===== src/rtl/shiftout_pkg.sv =====
package shiftout_pkg;

  // Sequencer phases
  typedef enum logic [1:0] {
    ST_START = 2'd0,
    ST_SHIFT = 2'd1,
    ST_LATCH = 2'd2,
    ST_WAIT  = 2'd3
  } seqState_t;

  // Strobes from control to datapath
  typedef struct packed {
    logic loadPattern; // load the start-up pattern into the shifter
    logic loadCount;   // load the current count and advance it
    logic shiftNow;    // move the shifter one bit towards the MSB
  } dpCtl_t;

endpackage


===== src/rtl/shiftout_datapath.sv =====
module shiftout_datapath
  import shiftout_pkg::*;
#(
  parameter int              WORD_W    = 16,
  parameter logic [WORD_W-1:0] PATTERN   = 16'hAAF0,
  parameter logic [WORD_W-1:0] COUNT_END = 16'hFFFF
) (
  input  logic   clk,
  input  logic   rstN,
  input  dpCtl_t ctl,
  output logic   serData
);

  localparam logic [WORD_W-1:0] LAST_COUNT = COUNT_END - 1'b1;

  logic [WORD_W-1:0] shReg;
  logic [WORD_W-1:0] countReg;
  logic [WORD_W-1:0] countNext;
  logic [WORD_W-1:0] shShifted;

  // Count advance with wrap at the end value
  always_comb begin
    if (countReg == LAST_COUNT) countNext = '0;
    else                        countNext = countReg + 1'b1;
  end

  // Shift towards the MSB; the bit leaving at the top is the one on the line
  genvar g;
  generate
    for (g = 1; g < WORD_W; g++) begin : g_shift
      assign shShifted[g] = shReg[g-1];
    end
  endgenerate
  assign shShifted[0] = 1'b0;

  always_ff @(posedge clk or negedge rstN) begin
    if (!rstN) begin
      shReg    <= '0;
      countReg <= '0;
    end else begin
      if (ctl.loadPattern) begin
        shReg <= PATTERN;
      end else if (ctl.loadCount) begin
        shReg    <= countReg;
        countReg <= countNext;
      end else if (ctl.shiftNow) begin
        shReg <= shShifted;
      end
    end
  end

  assign serData = shReg[WORD_W-1];


  count_range_chk: assert property (@(posedge clk) disable iff (!rstN)
    countReg < COUNT_END);


  msb_advance_chk: assert property (@(posedge clk) disable iff (!rstN)
    ctl.shiftNow |=> serData == $past(shReg[WORD_W-2]));

endmodule


===== src/rtl/shiftout_ctrl.sv =====
module shiftout_ctrl
  import shiftout_pkg::*;
#(
  parameter int WORD_W          = 16,
  parameter int HOLD_CYCLES     = 625_000_000,
  parameter int INTERVAL_CYCLES = 6_250_000
) (
  input  logic   clk,
  input  logic   rstN,
  output dpCtl_t ctl,
  output logic   shiftStrobe,
  output logic   latchStrobe,
  output logic   busy
);

  // Cycles spent per value: set-up plus strobe per bit, then one latch cycle
  localparam int FRAME_CYCLES = 2 * WORD_W + 1;
  localparam int HOLD_GAP     = HOLD_CYCLES - FRAME_CYCLES;
  localparam int INT_GAP      = INTERVAL_CYCLES - FRAME_CYCLES;
  localparam int MAX_GAP      = (HOLD_GAP > INT_GAP) ? HOLD_GAP : INT_GAP;
  localparam int TMR_W        = $clog2(MAX_GAP + 1);
  localparam int BIT_W        = $clog2(WORD_W);
  localparam logic [TMR_W-1:0] HOLD_LOAD = TMR_W'(HOLD_GAP - 1);
  localparam logic [TMR_W-1:0] INT_LOAD  = TMR_W'(INT_GAP - 1);
  localparam logic [BIT_W-1:0] LAST_BIT  = BIT_W'(WORD_W - 1);

  seqState_t         state;
  logic              phase;     // 0: data set-up cycle, 1: strobe cycle
  logic [BIT_W-1:0]  bitCnt;
  logic [TMR_W-1:0]  timer;
  logic              firstWait; // next wait is the start-up hold

  always_ff @(posedge clk or negedge rstN) begin
    if (!rstN) begin
      state     <= ST_START;
      phase     <= 1'b0;
      bitCnt    <= '0;
      timer     <= '0;
      firstWait <= 1'b1;
    end else begin
      unique case (state)
        ST_START: begin
          state  <= ST_SHIFT;
          phase  <= 1'b0;
          bitCnt <= '0;
        end
        ST_SHIFT: begin
          if (!phase) begin
            phase <= 1'b1;
          end else begin
            phase <= 1'b0;
            if (bitCnt == LAST_BIT) state  <= ST_LATCH;
            else                    bitCnt <= bitCnt + 1'b1;
          end
        end
        ST_LATCH: begin
          state     <= ST_WAIT;
          bitCnt    <= '0;
          timer     <= firstWait ? HOLD_LOAD : INT_LOAD;
          firstWait <= 1'b0;
        end
        ST_WAIT: begin
          if (timer == '0) begin
            state <= ST_SHIFT;
            phase <= 1'b0;
          end else begin
            timer <= timer - 1'b1;
          end
        end
        default: state <= ST_START;
      endcase
    end
  end

  always_comb begin
    ctl.loadPattern = (state == ST_START);
    ctl.loadCount   = (state == ST_WAIT) && (timer == '0);
    ctl.shiftNow    = (state == ST_SHIFT) && phase;
  end

  assign shiftStrobe = (state == ST_SHIFT) && phase;
  assign latchStrobe = (state == ST_LATCH);
  assign busy        = (state == ST_SHIFT) || (state == ST_LATCH);


  latch_after_strobe_chk: assert property (@(posedge clk) disable iff (!rstN)
    latchStrobe |-> $past(shiftStrobe));


  latch_single_chk: assert property (@(posedge clk) disable iff (!rstN)
    latchStrobe |=> !latchStrobe);


  busy_gap_chk: assert property (@(posedge clk) disable iff (!rstN)
    latchStrobe |=> !busy);


  wait_hold_chk: assert property (@(posedge clk) disable iff (!rstN)
    (state == ST_WAIT && timer != '0) |=> (state == ST_WAIT) && !busy);

endmodule


===== src/rtl/word_shiftout.sv =====
module word_shiftout
  import shiftout_pkg::*;
#(
  parameter int BYTE_W          = 8,
  parameter int NUM_BYTES       = 2,
  parameter int HOLD_CYCLES     = 625_000_000,
  parameter int INTERVAL_CYCLES = 6_250_000,
  parameter logic [BYTE_W*NUM_BYTES-1:0] PATTERN   = 16'hAAF0,
  parameter logic [BYTE_W*NUM_BYTES-1:0] COUNT_END = 16'hFFFF
) (
  input  logic clk,
  input  logic rstN,
  output logic serData,
  output logic shiftStrobe,
  output logic latchStrobe,
  output logic busy
);

  localparam int WORD_W = BYTE_W * NUM_BYTES;

  dpCtl_t ctl;

  shiftout_ctrl #(
    .WORD_W         (WORD_W),
    .HOLD_CYCLES    (HOLD_CYCLES),
    .INTERVAL_CYCLES(INTERVAL_CYCLES)
  ) u_ctrl (
    .clk        (clk),
    .rstN       (rstN),
    .ctl        (ctl),
    .shiftStrobe(shiftStrobe),
    .latchStrobe(latchStrobe),
    .busy       (busy)
  );

  shiftout_datapath #(
    .WORD_W   (WORD_W),
    .PATTERN  (PATTERN),
    .COUNT_END(COUNT_END)
  ) u_dp (
    .clk    (clk),
    .rstN   (rstN),
    .ctl    (ctl),
    .serData(serData)
  );


  strobe_excl_chk: assert property (@(posedge clk) disable iff (!rstN)
    !(shiftStrobe && latchStrobe));


  ser_hold_chk: assert property (@(posedge clk) disable iff (!rstN)
    shiftStrobe |-> $stable(serData));

endmodule


===== config.mk =====
export PLATFORM = sky130hd
export DESIGN_NAME = word_shiftout
export DESIGN_NICKNAME = d
export VERILOG_FILES = /design/src/rtl/shiftout_pkg.sv /design/src/rtl/shiftout_datapath.sv /design/src/rtl/shiftout_ctrl.sv /design/src/rtl/word_shiftout.sv
export SDC_FILE = /design/constraint.sdc
export NUM_CORES = 1
export LEC_CHECK = 0
export ABC_AREA = 0
export BUFFER_PORTS_ARGS = -buffer_cell sky130_fd_sc_hd__buf_2
export CORE_AREA = 2 2 92 94
export CTS_BUF_LIST = sky130_fd_sc_hd__clkbuf_8
export DETAILED_ROUTE_END_ITERATION = 6
export DIE_AREA = 0 0 94 96
export PLACE_DENSITY = 0.79
export SYNTH_ARGS = -nofsm -noshare
export SYNTH_HDL_FRONTEND = slang
export SYNTH_HIERARCHICAL = 1
export SYNTH_SLANG_ARGS = --single-unit

===== constraint.sdc =====
create_clock -name clk -period 3.65 [get_ports clk]
set_input_delay 0.365 -clock clk [delete_from_list [all_inputs] [get_ports clk]]
set_output_delay 0.365 -clock clk [all_outputs]
set_load 0.02 [all_outputs]

# Word level (Yosys, flattened, before mapping)
# Cells that the tools add are included.
[classes] add_sub_neg=3 n_eq_ne=10 n_mux=17 bitwise_logic=1 reduce_logical=15
[op_table] cell="$mux W16" count=4
[op_table] cell="$mux W30" count=2
[op_table] cell="$pmux W30 S2" count=1
[op_table] cell="$logic_not A30 Y1" count=1
[op_table] cell="$sub A30 B1 Y30 const B" count=1
[op_table] cell="$add A16 B1 Y16 const B" count=1
[op_table] cell="$eq A16 B16 Y1 const B" count=1
[op_table] cell="$mux W4" count=2
[op_table] cell="$pmux W2 S4" count=1
[op_table] cell="$pmux W4 S2" count=1
[op_table] cell="$mux W2" count=3
[op_table] cell="$ne A2 B1 Y1 const B" count=3
[op_table] cell="$reduce_and A2 Y1" count=3
[op_table] cell="$reduce_and A3 Y1" count=2
[op_table] cell="$reduce_bool A3 Y1" count=2
[op_table] cell="$add A4 B1 Y4 const B" count=1
[op_table] cell="$eq A2 B2 Y1 const B" count=2
[op_table] cell="$eq A4 B4 Y1 const B" count=1
[op_table] cell="$ne A2 B2 Y1 const B" count=2
[op_table] cell="$reduce_bool A2 Y1" count=2
[op_table] cell="$pmux W1 S3" count=1
[op_table] cell="$eq A2 B1 Y1 const B" count=1
[op_table] cell="$logic_and A1 B1 Y1" count=2
[op_table] cell="$logic_not A2 Y1" count=1
[op_table] cell="4 further kinds" count=5
[word_totals] reg_bits=70 in_bits=2 out_inout_bits=4 wordCells=53

# Depth between registers and ports, before layout
# Gate-level depths: netlist (run 1).
[logic_depth] ltp_word=5 mapped_depth=11

# By module
# Netlist (run 1), hierarchy kept.
[by_module_without_submodules] mod="shiftout_ctrl" instances=1 cells_each=265 area_each_um2=2447.3
[by_module_without_submodules] mod="shiftout_datapath" instances=1 cells_each=167 area_each_um2=1711.6

# Least setup slack after synthesis (run 1)
# Ideal clock, no wire load.
[synth_timing] kind="reg-to-reg" startpoint="register u_ctrl.timer[0]" endpoint="register u_dp.countReg[15]" setup_time_ns=0.137 arrival_ns=2.597 t_required_ns=3.513 path_slack_ns=0.916 stages_incl_launch_ff=12 path_buffers=1 period_less_slack_ns=2.734 path_cell_list="dfrtp_1 > inv_1 > ha_1 > nor4b_1 > nand2_2 > nor2_1 > and4_1 > buf_4 > nand4b_1 > nor4_1 > mux2i_1 > nor3_1"
[synth_rtl] element="start, declared" line="shiftout_ctrl.sv:30" source="logic [TMR_W-1:0] timer;"
[synth_rtl] element="start signal, assigned" line="shiftout_ctrl.sv:59" source="timer <= firstWait ? HOLD_LOAD : INT_LOAD;"
[synth_rtl] element="start signal, assigned" line="shiftout_ctrl.sv:67" source="timer <= timer - 1'b1;"
[synth_rtl] element="end signal, assigned" line="shiftout_datapath.sv:45" source="countReg <= countNext;"
[synth_rtl] element="end, declared" line="shiftout_datapath.sv:17" source="logic [WORD_W-1:0] countReg;"

==> results of run 1 <==
## critical path: stages (launching register included)
cell and delay (ns):
dfrtp_1 0.40, inv_1 0.12, ha_1 0.25, nor4b_1 0.55
nand2_2 0.27, nor2_1 0.19, and4_1 0.29, nand2b_1 0.19
nor4_4 0.72, nor3_1 0.13
## per-layer routing
layer	global-route usage, %	vias to the layer above	routed length, um
li1	-	1608	-
met5	0	-	0
met1	30.99	1703	4267
met2	35.00	123	4350
met3	3.994	14	472
met4	7.367	0	148
## per-stage QoR
stage	instances	util, %	hold WS (ns)	power [uW]	setup slack [ns]
floorplan	432	-	0.06941	790.4	0.9160
global placement	529	52.67	0.4203	808.2	0.6681
detailed placement	529	52.67	0.4249	808.4	0.4760
CTS	545	55.66	0.04719	1565	0.4572
global route	545	55.66	0.06739	1604	0.1649
finish	545	55.66	0.03227	1554	0.3789
## worst max-delay path by stage
stage / cells past startpoint / endpoint / from / slack (ns)
finish: 9 / u_dp/countReg[15]$_DFFE_PN0P_ / u_ctrl/timer[0]$_DFFE_PN0P_ / 0.38
global route: 9 / u_dp/countReg[8]$_DFFE_PN0P_ / u_ctrl/timer[0]$_DFFE_PN0P_ / 0.16
CTS: 9 / u_dp/countReg[15]$_DFFE_PN0P_ / u_ctrl/timer[0]$_DFFE_PN0P_ / 0.46
detailed placement: 9 / u_dp/countReg[8]$_DFFE_PN0P_ / u_ctrl/timer[0]$_DFFE_PN0P_ / 0.48
global placement: 9 / u_dp/countReg[15]$_DFFE_PN0P_ / u_ctrl/timer[0]$_DFFE_PN0P_ / 0.67
floorplan: 11 / u_dp/countReg[15]$_DFFE_PN0P_ / u_ctrl/timer[0]$_DFFE_PN0P_ / 0.92
## logic make-up (layout without fill, tap and decap cells)
logic type	Yosys count	in the layout	share of synthesized area [%]
buffers and inverters	34	42	4.603
adder cells (fa/ha/maj)	9	9	2.708
XOR/XNOR	14	14	2.948
flip-flops	70	70	42.15
multiplexers	29	29	7.280
AND/OR/NAND/NOR	187	187	24.52
AO/OA/AOI/OAI	89	89	15.79
## power groups by stage
stage / combinational [uW] / sequential (uW) / clock [uW]
final: 16.8 / 775 / 762
after global routing: 20.3 / 775 / 809
after CTS: 18.2 / 775 / 772
after detailed placement: 18.2 / 790 / 0
after global placement: 18.0 / 790 / 0
after floorplan: 0.000910 / 790 / 0
## state kept, by name (all words and copies together) (netlist names)
register and flops:
u_ctrl/state 2, u_ctrl/firstWait 1, u_ctrl/phase 1, u_dp/countReg 16, u_dp/shReg 16, u_ctrl/timer 30, u_ctrl/bitCnt 4
## placed cells by master (no fill, tap or decap), drive strengths merged, types with 3 or more instances in the layout
master and n:
a21o 3, o31ai 9, nand2b 11, o21ai 11
nor2b 5, inv 13, mux2i 19, nand4 9
a221o 3, mux2 10, a31oi 6, a211oi 9
a21oi 16, o2bb2ai 3, o41ai 5, nor2 51
and3 4, or2 4, or4 6, dfrtp 69
nand2 30, nor4 14, bufinv 3, or3 5
buf 15, ha 9, a311oi 3, clkbuf 9
xnor2 13, nand3 18, and4 3, a41oi 4
nor3 15
## layout make-up
type | count | share of cell area (%)
multi-input cells | 328 | 49.41
repair buffers | 15 | 2.233
inverters | 11 | 0.9213
flip-flops and latches | 70 | 39.11
well taps | 105 | 2.931
clock inverters | 7 | 2.624
clock buffers | 9 | 2.764
## synth_stat cells, types with 3 or more instances
cell / n / area, um^2
dfrtp_1: 69 / 1727
nor2_1: 51 / 191.4
nand2_1: 28 / 105.1
mux2i_1: 19 / 190.2
nand3_1: 18 / 90.09
a21oi_1: 16 / 80.08
nor3_1: 15 / 75.07
nor4_1: 13 / 81.33
xnor2_1: 13 / 113.9
clkbuf_1: 12 / 45.04
inv_1: 11 / 41.29
nand2b_1: 11 / 68.82
o21ai_0: 11 / 55.05
mux2_2: 10 / 112.6
a211oi_1: 9 / 67.56
ha_1: 9 / 112.6
o31ai_1: 9 / 67.56
nand4_1: 7 / 43.79
a31oi_1: 6 / 37.54
nor2b_1: 5 / 31.28
or4_1: 5 / 37.54
a41oi_1: 4 / 35.03
and3_1: 4 / 25.02
o41ai_1: 4 / 35.03
a21o_1: 3 / 22.52
a221o_1: 3 / 30.03
a311oi_1: 3 / 26.28
and4_1: 3 / 26.28
buf_2: 3 / 15.01
buf_6: 3 / 33.78
clkbuf_8: 3 / 41.29
o2bb2ai_1: 3 / 26.28
or2_2: 3 / 18.77
==> impl_results.md, run 1 <==
* Outcome: finished clean
* Post-CTS setup repair buffer count at 0
* CTS Hold Buffers Added at 0
* All-Layer GR Usage at 22.12%
* Hold Path Class: in2async
* Avg Cell Area, Syn at 9.627 um^2
* Internal power at 1233 uW
* Final Hold Fails at 0
* Vias per Instance at 6.327
* Ys Warns at 6
* Starting Density at 51.66%
* Slew at the pin closest to its max-slew limit at 0.8749 ns
* Largest net degree at the start of global routing at 29
* Post-Syn Instances at 432
* Crit Path Category: reg2reg
* Post-CTS Resized at 0
* Chip width at 94 um
* Initial drt markers at 232
* Setup TNS at 0 ns
* Vias at 3448
* Fraction of layout cells with a size suffix above 1 at 14.09%
* RD Place Congestion at 0.8780
* Worst EP required at 3.85 ns
* R2r endpoint: u_dp/countReg[15]$_DFFE_PN0P_
* Hpwl dp at 6230 um
* Number of global-route vias before repair at 3248
* RSZ-0062 raised after global routing: false
* Max-Cap Viols at 0
* Worst R2R Setup Slack at 0.38 ns
* Syn Std Cell Area at 4159 um^2
* H-tree Lvls at 3
* Fill count at 670
* Clock transition at path regs at 0.08 ns
* Final setup vio count at 0
* Final wirelength at 9238 um
* Post-synth EDFFs at 0
* Fin area at 4482 um^2
* Area growth syn-to-layout at 7.762%
* CTS root buffer: clkbuf_8
* Syn Nets at 443
* Post-route ant nets at 0
* Antenna violations before repair at 0
* Area of the multi-input gates at 2215 um^2
* Final net count at 446
* Num CTS Buffers at 9
* Count of cell types in the netlist at 67
* Register share of total power at 49.9%
* Average wire per standard cell at 16.95 um
* Setup Skew at 0.01437 ns
* CTS tree: done
* Async set-reset flop share out of synthesis at 100.0%
* R2R depth at 9
* DRC at 0
* RR Startpoint: u_ctrl/timer[0]$_DFFE_PN0P_
* IO buf count at 5
* Fmax at 305.7 MHz
* CTS max path bufs at 2
* Sequential cell area at 1753 um^2
* Ports at 6
* Pleak at 0.001897 uW
* CP Launch Type: flop
* Sequential share of the synthesized area at 42.15%
* Min Tclk post-route at 3.271 ns
* Comb power frac at 1.1%
* Clock power share at 49.1%
* Switching power at 321.2 uW
* Die height at 96 um
* Drt pass-1 iters at 5
* Critical path capture point type: flop
* Global route overflow at 0
* Num rows at 33
* Area after DPL at 4240 um^2
* Data arrival, critical path at 3.47 ns
* PwrDens at 346.7 nW/um^2
* Worst slew margin at 41.67%
* Tcrit/Tclk final at 89.62%
* Top_reg_cell synth: dfrtp_1
* Clock sink count at 70
* Peak supply drop at 262.2 uV
* Pins Over Slew Limit at 0
* Die ar. at 9024 um^2
* Clk Latency, worst-skew pair at 0.35 ns
* Diodes inserted at 0
* Register bit total from synthesis at 70
* Core ar. at 8051 um^2
* CP Max Fanout at 14
* Switch share at 20.67%
* First-pass GRT wire length at 15720 um
Power figures use the tool's default switching activity.
==> run 2: changes to the inputs <==
--- a/config.mk
+++ b/config.mk
@@ -14,5 +14,4 @@
 export PLACE_DENSITY = 0.79
 export SYNTH_ARGS = -nofsm -noshare
 export SYNTH_HDL_FRONTEND = slang
-export SYNTH_HIERARCHICAL = 1
 export SYNTH_SLANG_ARGS = --single-unit
==> run 2 against run 1 <==
  * Global-route usage up 2.1 points
  * Via count is 7.3% higher
  * Clock-buffer cell count unchanged
  * Clock skew is 0.0023 ns higher
  * Sequential share of layout area shrank 0.098 points
  * Register-to-register slack improved by 0.37 ns
  * Flip-flop and latch count did not move
  * Routed wire length increased by 10%
  * Synthesized cell count is 7.9% higher
  * Worst hold slack improved by 0.041 ns
  * Critical endpoint is now u_dp.countReg[7]$_DFFE_PN0P_
  * Largest power group unchanged
==> impl_results.md, run 2 <==
* Number of global-route vias before repair at 3614
* Average wire per standard cell at 17.80 um
* Starting Density at 51.52%
* Max-Cap Viols at 0
* Number of flip-flops in the largest register at 30
* Top-count cell post-synth: dfrtp_1
* Largest register by flop count: u_ctrl.timer
* Hpwl dp at 6727 um
* Mux share of post-synthesis cell area at 2.474%
* Largest family of logic cells by synthesized area: simple AND/OR/NAND/NOR gates
* Global route overflow at 0
* Min Tclk post-route at 2.906 ns
* Clock transition at path regs at 0.08 ns
* Largest net degree at the start of global routing at 47
* Most common cell after layout, fill and taps aside: dfrtp_1
* Register share of total power at 51.7%
* PwrDens at 333.9 nW/um^2
* Vias per Instance at 6.454
* RD Place Congestion at 0.8930
* Worst Path Buf+Inv at 0
* Setup WS post-layout at 0.7442 ns
* Final wirelength at 10200 um
* Tcrit/Tclk final at 79.61%
* CP Max Fanout at 10
* Comb power frac at 1.1%
* CTS tree: done
* Pins Over Slew Limit at 0
* Final Hold Fails at 0
* Area growth syn-to-layout at 8.326%
* Vias at 3698
* Synth Area in Compound Gates at 19.58%
* Critical path capture point type: flop
* Post-synth EDFFs at 0
* Worst slew margin at 37.34%
* Outcome: finished clean
* CTS Hold Buffers Added at 0
* Clock sink count at 70
* Synth Area in Simple Gates at 26.46%
* CTS root buffer: clkbuf_8
* Top delay family on crit path: simple AND/OR/NAND/NOR gates
* Avg Cell Area, Syn at 8.901 um^2
* Initial drt markers at 285
* Yosys top cell by area: dfrtp_1
* Pleak at 0.001784 uW
* RR Startpoint: u_ctrl.timer[21]$_DFFE_PN0P_
* Ys Warns at 0
* Diodes inserted at 0
* Final net count at 475
* Post-route ant nets at 0
* IO buf count at 5
* Top_reg_cell synth: dfrtp_1
* Num rows at 33
* Fill count at 741
* R2r endpoint: u_dp.countReg[7]$_DFFE_PN0P_
* Crit-path max cell delay at 0.66 ns
* Syn Nets at 478
* Fmax at 344.1 MHz
* Worst EP required at 3.91 ns
* Switch share at 22.48%
* Sequential share of the synthesized area at 42.26%
* RSZ-0062 raised after global routing: false
* Worst R2R Setup Slack at 0.74 ns
* Dpl ws at 0.7663 ns
* H-tree Lvls at 3
* Die height at 96 um
* Post-CTS Resized at 0
* Antenna violations before repair at 0
* Commonest non-fill, non-tap cells in the layout: dfrtp_1 (69), nand2_1 (41), nor2_1 (41)
* R2R depth at 5
* Largest regs: u_ctrl.timer: 30 flops, u_dp.countReg: 16 flops, u_dp.shReg: 16 flops
* Register bit total from synthesis at 70
* Num CTS Buffers at 9
* Core ar. at 8051 um^2
* First-pass GRT wire length at 17260 um
* Die ar. at 9024 um^2
* Peak supply drop at 265.2 uV
* Area contributors post-synth: dfrtp_1 (42%), nand2_1 (3.7%), nor2_1 (3.7%), ha_1 (3.0%), o21ai_0 (3.0%)
* Syn Std Cell Area at 4148 um^2
* Data arrival, critical path at 3.16 ns
* Critical path cell sequence: or4_1, nor4_4, nand4_1, or2_0, o31ai_1
* Yosys top cell area share at 41.63%
* Setup Skew at 0.01665 ns
* Synth Area in XOR/XNOR at 2.534%
* Clk Latency, worst-skew pair at 0.36 ns
* Setup TNS at 0 ns
* Sequential cell area at 1753 um^2
* Slew at the pin closest to its max-slew limit at 0.9313 ns
* Tot Pwr at 1500 uW
* Post-CTS setup repair buffer count at 0
* Area of the multi-input gates at 2242 um^2
* Internal power at 1163 uW
* Async set-reset flop share out of synthesis at 100.0%
* All-Layer GR Usage at 24.24%
* CP Launch Type: flop
* CP Depth at 5
* Synth Area in Adders at 3.017%
* Top cells by count, synth: dfrtp_1 (69), nand2_1 (41), nor2_1 (41)
* Drt pass-1 iters at 5
* CTS max path bufs at 2
* Post-Syn Instances at 466
* Final setup vio count at 0
* Fraction of layout cells with a size suffix above 1 at 9.402%
* Hold Path Class: in2async
* Switching power at 337.2 uW
* Count of cell types in the netlist at 55
* Clock power share at 47.3%
* Ports at 6
* WHS at 0.07349 ns
* DRC at 0
* Slowest-stage cell, CP: or4_1
* Crit Path Category: reg2reg
* Chip width at 94 um
==> run 2: cells by family after synthesis <==
family	after synthesis
XOR/XNOR	12
adder cells (fa/ha/maj)	10
flip-flops	70
buffers and inverters	40
AND/OR/NAND/NOR	204
multiplexers	10
AO/OA/AOI/OAI	120
==> run 2: worst max path at each step <==
stage	start	end	slack, ns
finish	u_ctrl.timer[21]$_DFFE_PN0P_	u_dp.countReg[7]$_DFFE_PN0P_	0.74
global route	u_ctrl.timer[21]$_DFFE_PN0P_	u_dp.countReg[3]$_DFFE_PN0P_	0.55
CTS	u_ctrl.timer[21]$_DFFE_PN0P_	u_dp.countReg[7]$_DFFE_PN0P_	0.77
detailed placement	u_ctrl.timer[21]$_DFFE_PN0P_	u_dp.countReg[7]$_DFFE_PN0P_	0.77
global placement	u_ctrl.timer[13]$_DFFE_PN0P_	u_dp.shReg[15]$_DFFE_PN0P_	0.86
floorplan	u_ctrl.timer[21]$_DFFE_PN0P_	u_dp.countReg[13]$_DFFE_PN0P_	1.05
==> run 2: cell type report <==
class / instances / area share (%)
inverter: 10 / 0.8354
multi-input combinational: 356 / 49.90
clock buffer: 9 / 2.757
tap: 105 / 2.924
clock inverter: 7 / 2.172
timing repair buffer: 16 / 2.395
sequential: 70 / 39.01
==> run 2: through the flow <==
step | cells | utilization (%) | instance area [um^2]
floorplan | 466 | - | 4148
global placement | 557 | 53.05 | 4272
detailed placement | 557 | 53.05 | 4272
CTS | 573 | 55.80 | 4493
global route | 573 | 55.80 | 4493
finish | 573 | 55.80 | 4493
==> run 2: power by group through the flow <==
stage / Combinational, uW / Clock (uW) / Sequential [uW]
6_report: 16.1 / 709 / 775
5_1_grt: 19.3 / 748 / 775
4_1_cts: 17.4 / 718 / 775
3_5_place_dp: 17.4 / 0 / 790
3_3_place_gp: 17.2 / 0 / 790
2_1_floorplan: 0.000758 / 0 / 790
==> run 2: metal layers <==
layer	up-vias	global-route usage [%]	wire length, um
met3	21	4.542	488
met2	121	39.46	4923
met5	-	0	0
li1	1742	-	-
met1	1814	31.30	4550
met4	0	11.59	234
==> run 2: worst reg2reg max path: cells and delay by family, from the launching register on <==
family          cells  cell delay (ns)
compound gates      1             0.27
flops               1             0.43
simple gates        4             2.13
==> run 3: changes to the inputs <==
--- a/config.mk
+++ b/config.mk
@@ -11,7 +11,7 @@
 export CTS_BUF_LIST = sky130_fd_sc_hd__clkbuf_8
 export DETAILED_ROUTE_END_ITERATION = 6
 export DIE_AREA = 0 0 94 96
-export PLACE_DENSITY = 0.79
+export PLACE_DENSITY = 0.81
 export SYNTH_ARGS = -nofsm -noshare
 export SYNTH_HDL_FRONTEND = slang
 export SYNTH_SLANG_ARGS = --single-unit
==> constraint.sdc (replaced) <==
create_clock -name clk -period 2.3 [get_ports clk]
set_input_delay 0.23 -clock clk [delete_from_list [all_inputs] [get_ports clk]]
set_output_delay 0.23 -clock clk [all_outputs]
set_load 0.02 [all_outputs]
==> run 3 against run 2 <==
  * The run now ends with negative setup slack left
  * Clock power rose by 47%
  * Die area did not move
  * Register-to-register slack got worse by 0.91 ns
  * First-iteration DRC count rose by 31%
  * Combinational power rose by 92%
  * Flip-flop and latch count did not move
  * Critical path depth rose by 2
  * Setup slack got worse by 0.91 ns
  * Routed wire length rose by 30%
  * Core utilization rose by 14 points
  * Critical path type unchanged
  * Critical endpoint is now u_ctrl.timer[12]$_DFFE_PN0P_
  * Largest power group unchanged
==> impl_results.md, run 3 (same netlist as run 2, synthesis figures left out) <==
* Tcrit/Tclk final at 107.1%
* Top delay family on crit path: simple AND/OR/NAND/NOR gates
* Tot Pwr at 2299 uW
* Die ar. at 9024 um^2
* WHS at 0.3001 ns
* Num rows at 33
* R2R depth at 7
* Num CTS Buffers at 9
* CTS root buffer: clkbuf_8
* CP most frequent cell: or4_4
* Final net count at 548
* Number of flip-flops in the largest register at 30
* Critical path capture point type: flop
* IO buf count at 5
* Most common cell after layout, fill and taps aside: dfrtp_1
* First-pass GRT wire length at 19400 um
* CTS tree: done
* RSZ-0062 raised after global routing: true
* Max-Cap Viols at 0
* Drt pass-1 iters at 5
* Vias at 4253
* Clock sink count at 70
* Worst Path Buf+Inv at 2
* H-tree Lvls at 3
* Number of global-route vias before repair at 3994
* R2r endpoint: u_ctrl.timer[12]$_DFFE_PN0P_
* Fin area at 5582 um^2
* Post-route ant nets at 0
* Vias per Instance at 6.584
* Final setup vio count at 40
* Ports at 6
* Die height at 96 um
* Clk Latency, worst-skew pair at 0.37 ns
* Outcome: finished with violations
* Dpl ws at -0.1770 ns
* Slew at the pin closest to its max-slew limit at 0.5185 ns
* Largest net degree at the start of global routing at 58
* Min Tclk post-route at 2.463 ns
* CTS max path bufs at 2
* Clock transition at path regs at 0.08 ns
* CP Max Fanout at 6
* Critical path cell sequence: or4_4, or4_4, buf_6, nor4_4, buf_4, o311ai_2, o41a_1
* RR Startpoint: u_ctrl.timer[24]$_DFFE_PN0P_
* End of the critical path: u_ctrl.timer[12]$_DFFE_PN0P_
* Area growth syn-to-layout at 34.57%
* Crit-path max cell delay at 0.55 ns
* PwrDens at 411.9 nW/um^2
* Worst R2R Setup Slack at -0.16 ns
* Core ar. at 8051 um^2
* Setup Skew at 0.01611 ns
* Fraction of layout cells with a size suffix above 1 at 33.83%
* Final Hold Fails at 0
* Chip width at 94 um
* Crit Path Category: reg2reg
* Slowest-stage cell, CP: or4_4
* Antenna violations before repair at 0
* Global route overflow at 0
* Hold Path Class: in2async
* RD Place Congestion at 0.9288
* All-Layer GR Usage at 27.49%
* Hpwl dp at 7873 um
* Data arrival, critical path at 2.71 ns
* Commonest non-fill, non-tap cells in the layout: dfrtp_1 (69), buf_4 (66), nand2_1 (38)
* Worst slew margin at 65.43%
* DRC at 0
* Final wirelength at 13230 um
* CP Launch Type: flop
* Pins Over Slew Limit at 0
* Pleak at 0.002344 uW
* Peak supply drop at 375.7 uV
* Crit path launch: u_ctrl.timer[24]$_DFFE_PN0P_
* Largest regs: u_ctrl.timer: 30 flops, u_dp.countReg: 16 flops, u_dp.shReg: 16 flops
* Final Core Density at 69.32%
* Worst EP required at 2.55 ns
* CP Depth at 7
* Setup WS post-layout at -0.1627 ns
* Largest register by flop count: u_ctrl.timer
* Average wire per standard cell at 20.47 um
* Area after DPL at 4695 um^2
* Fmax at 406.1 MHz
* Starting Density at 51.52%
* Initial drt markers at 374
* Diodes inserted at 0
* Failing checks: negative setup slack
==> run 3: cell count changes in the layout (fill, tap and decap cells not counted), moves of 6 or more <==
cell / previous run / this run
o21ai_0: 25 / 14
nor4_1: 12 / 4
a211oi_2: 0 / 10
buf_6: 0 / 11
a21oi_1: 22 / 16
o21ai_1: 0 / 6
nor4_4: 1 / 8
a211oi_1: 10 / 0
buf_4: 11 / 66
==> run 3: routing by layer <==
metal	track usage (%)	share of wire [%]
met5	0	0
met4	9.662	3.1
met3	6.500	6.2
met2	47.86	52
met1	33.48	39
==> run 3: how the worst min path moves through the flow <==
stage                     start  slack, ns                            to  cells past startpoint
final                      rstN       0.30  u_ctrl.timer[15]$_DFFE_PN0P_                      2
after detailed placement   rstN       0.16  u_ctrl.timer[13]$_DFFE_PN0P_                      1
after global routing       rstN       0.32   u_ctrl.timer[3]$_DFFE_PN0P_                      2
after CTS                  rstN       0.31  u_ctrl.timer[13]$_DFFE_PN0P_                      2
after global placement     rstN       0.16  u_ctrl.timer[13]$_DFFE_PN0P_                      1
after floorplan            rstN      -0.07  u_ctrl.bitCnt[0]$_DFFE_PN0P_                      0
==> run 3: worst reg2reg max path, stage by stage (launching register included) <==
cell,delay (ns)
dfrtp_1,0.39
or4_4,0.55
or4_4,0.55
buf_6,0.16
nor4_4,0.25
buf_4,0.19
o311ai_2,0.10
o41a_1,0.15
==> run 3: repair_timing <==
item                                    CTS  global route
pin swaps                                24            18
buffers inserted                         10             9
gates resized for setup                  42            73
hold endpoints to repair                 12             0
hold buffers                              1             0
cloned                                    1             3
endpoints found under the setup margin   48            44
==> run 3: layout make-up <==
cell class              instances  area (um^2)
repair buffers                 89        769.5
flip-flops and latches         70         1753
inverters                      10        37.54
fillers                       575         2470
well taps                     105        131.4
multi-input cells             356         2693
clock buffers                   9        123.9
clock inverters                 7        73.82
==> run 3: metrics by stage <==
stage,setup TNS [ns],cells
2_1_floorplan,-1.739,466
3_3_place_gp,-1.590,608
3_5_place_dp,-3.730,608
4_1_cts,-1.040,636
5_1_grt,-5.609,646
6_report,-2.562,646
==> run 3: where the power goes <==
part,total (uW),internal [uW],switching [uW]
Sequential,1230,1230,0
Clock,1040,504,535
Combinational,30.9,5.20,25.7
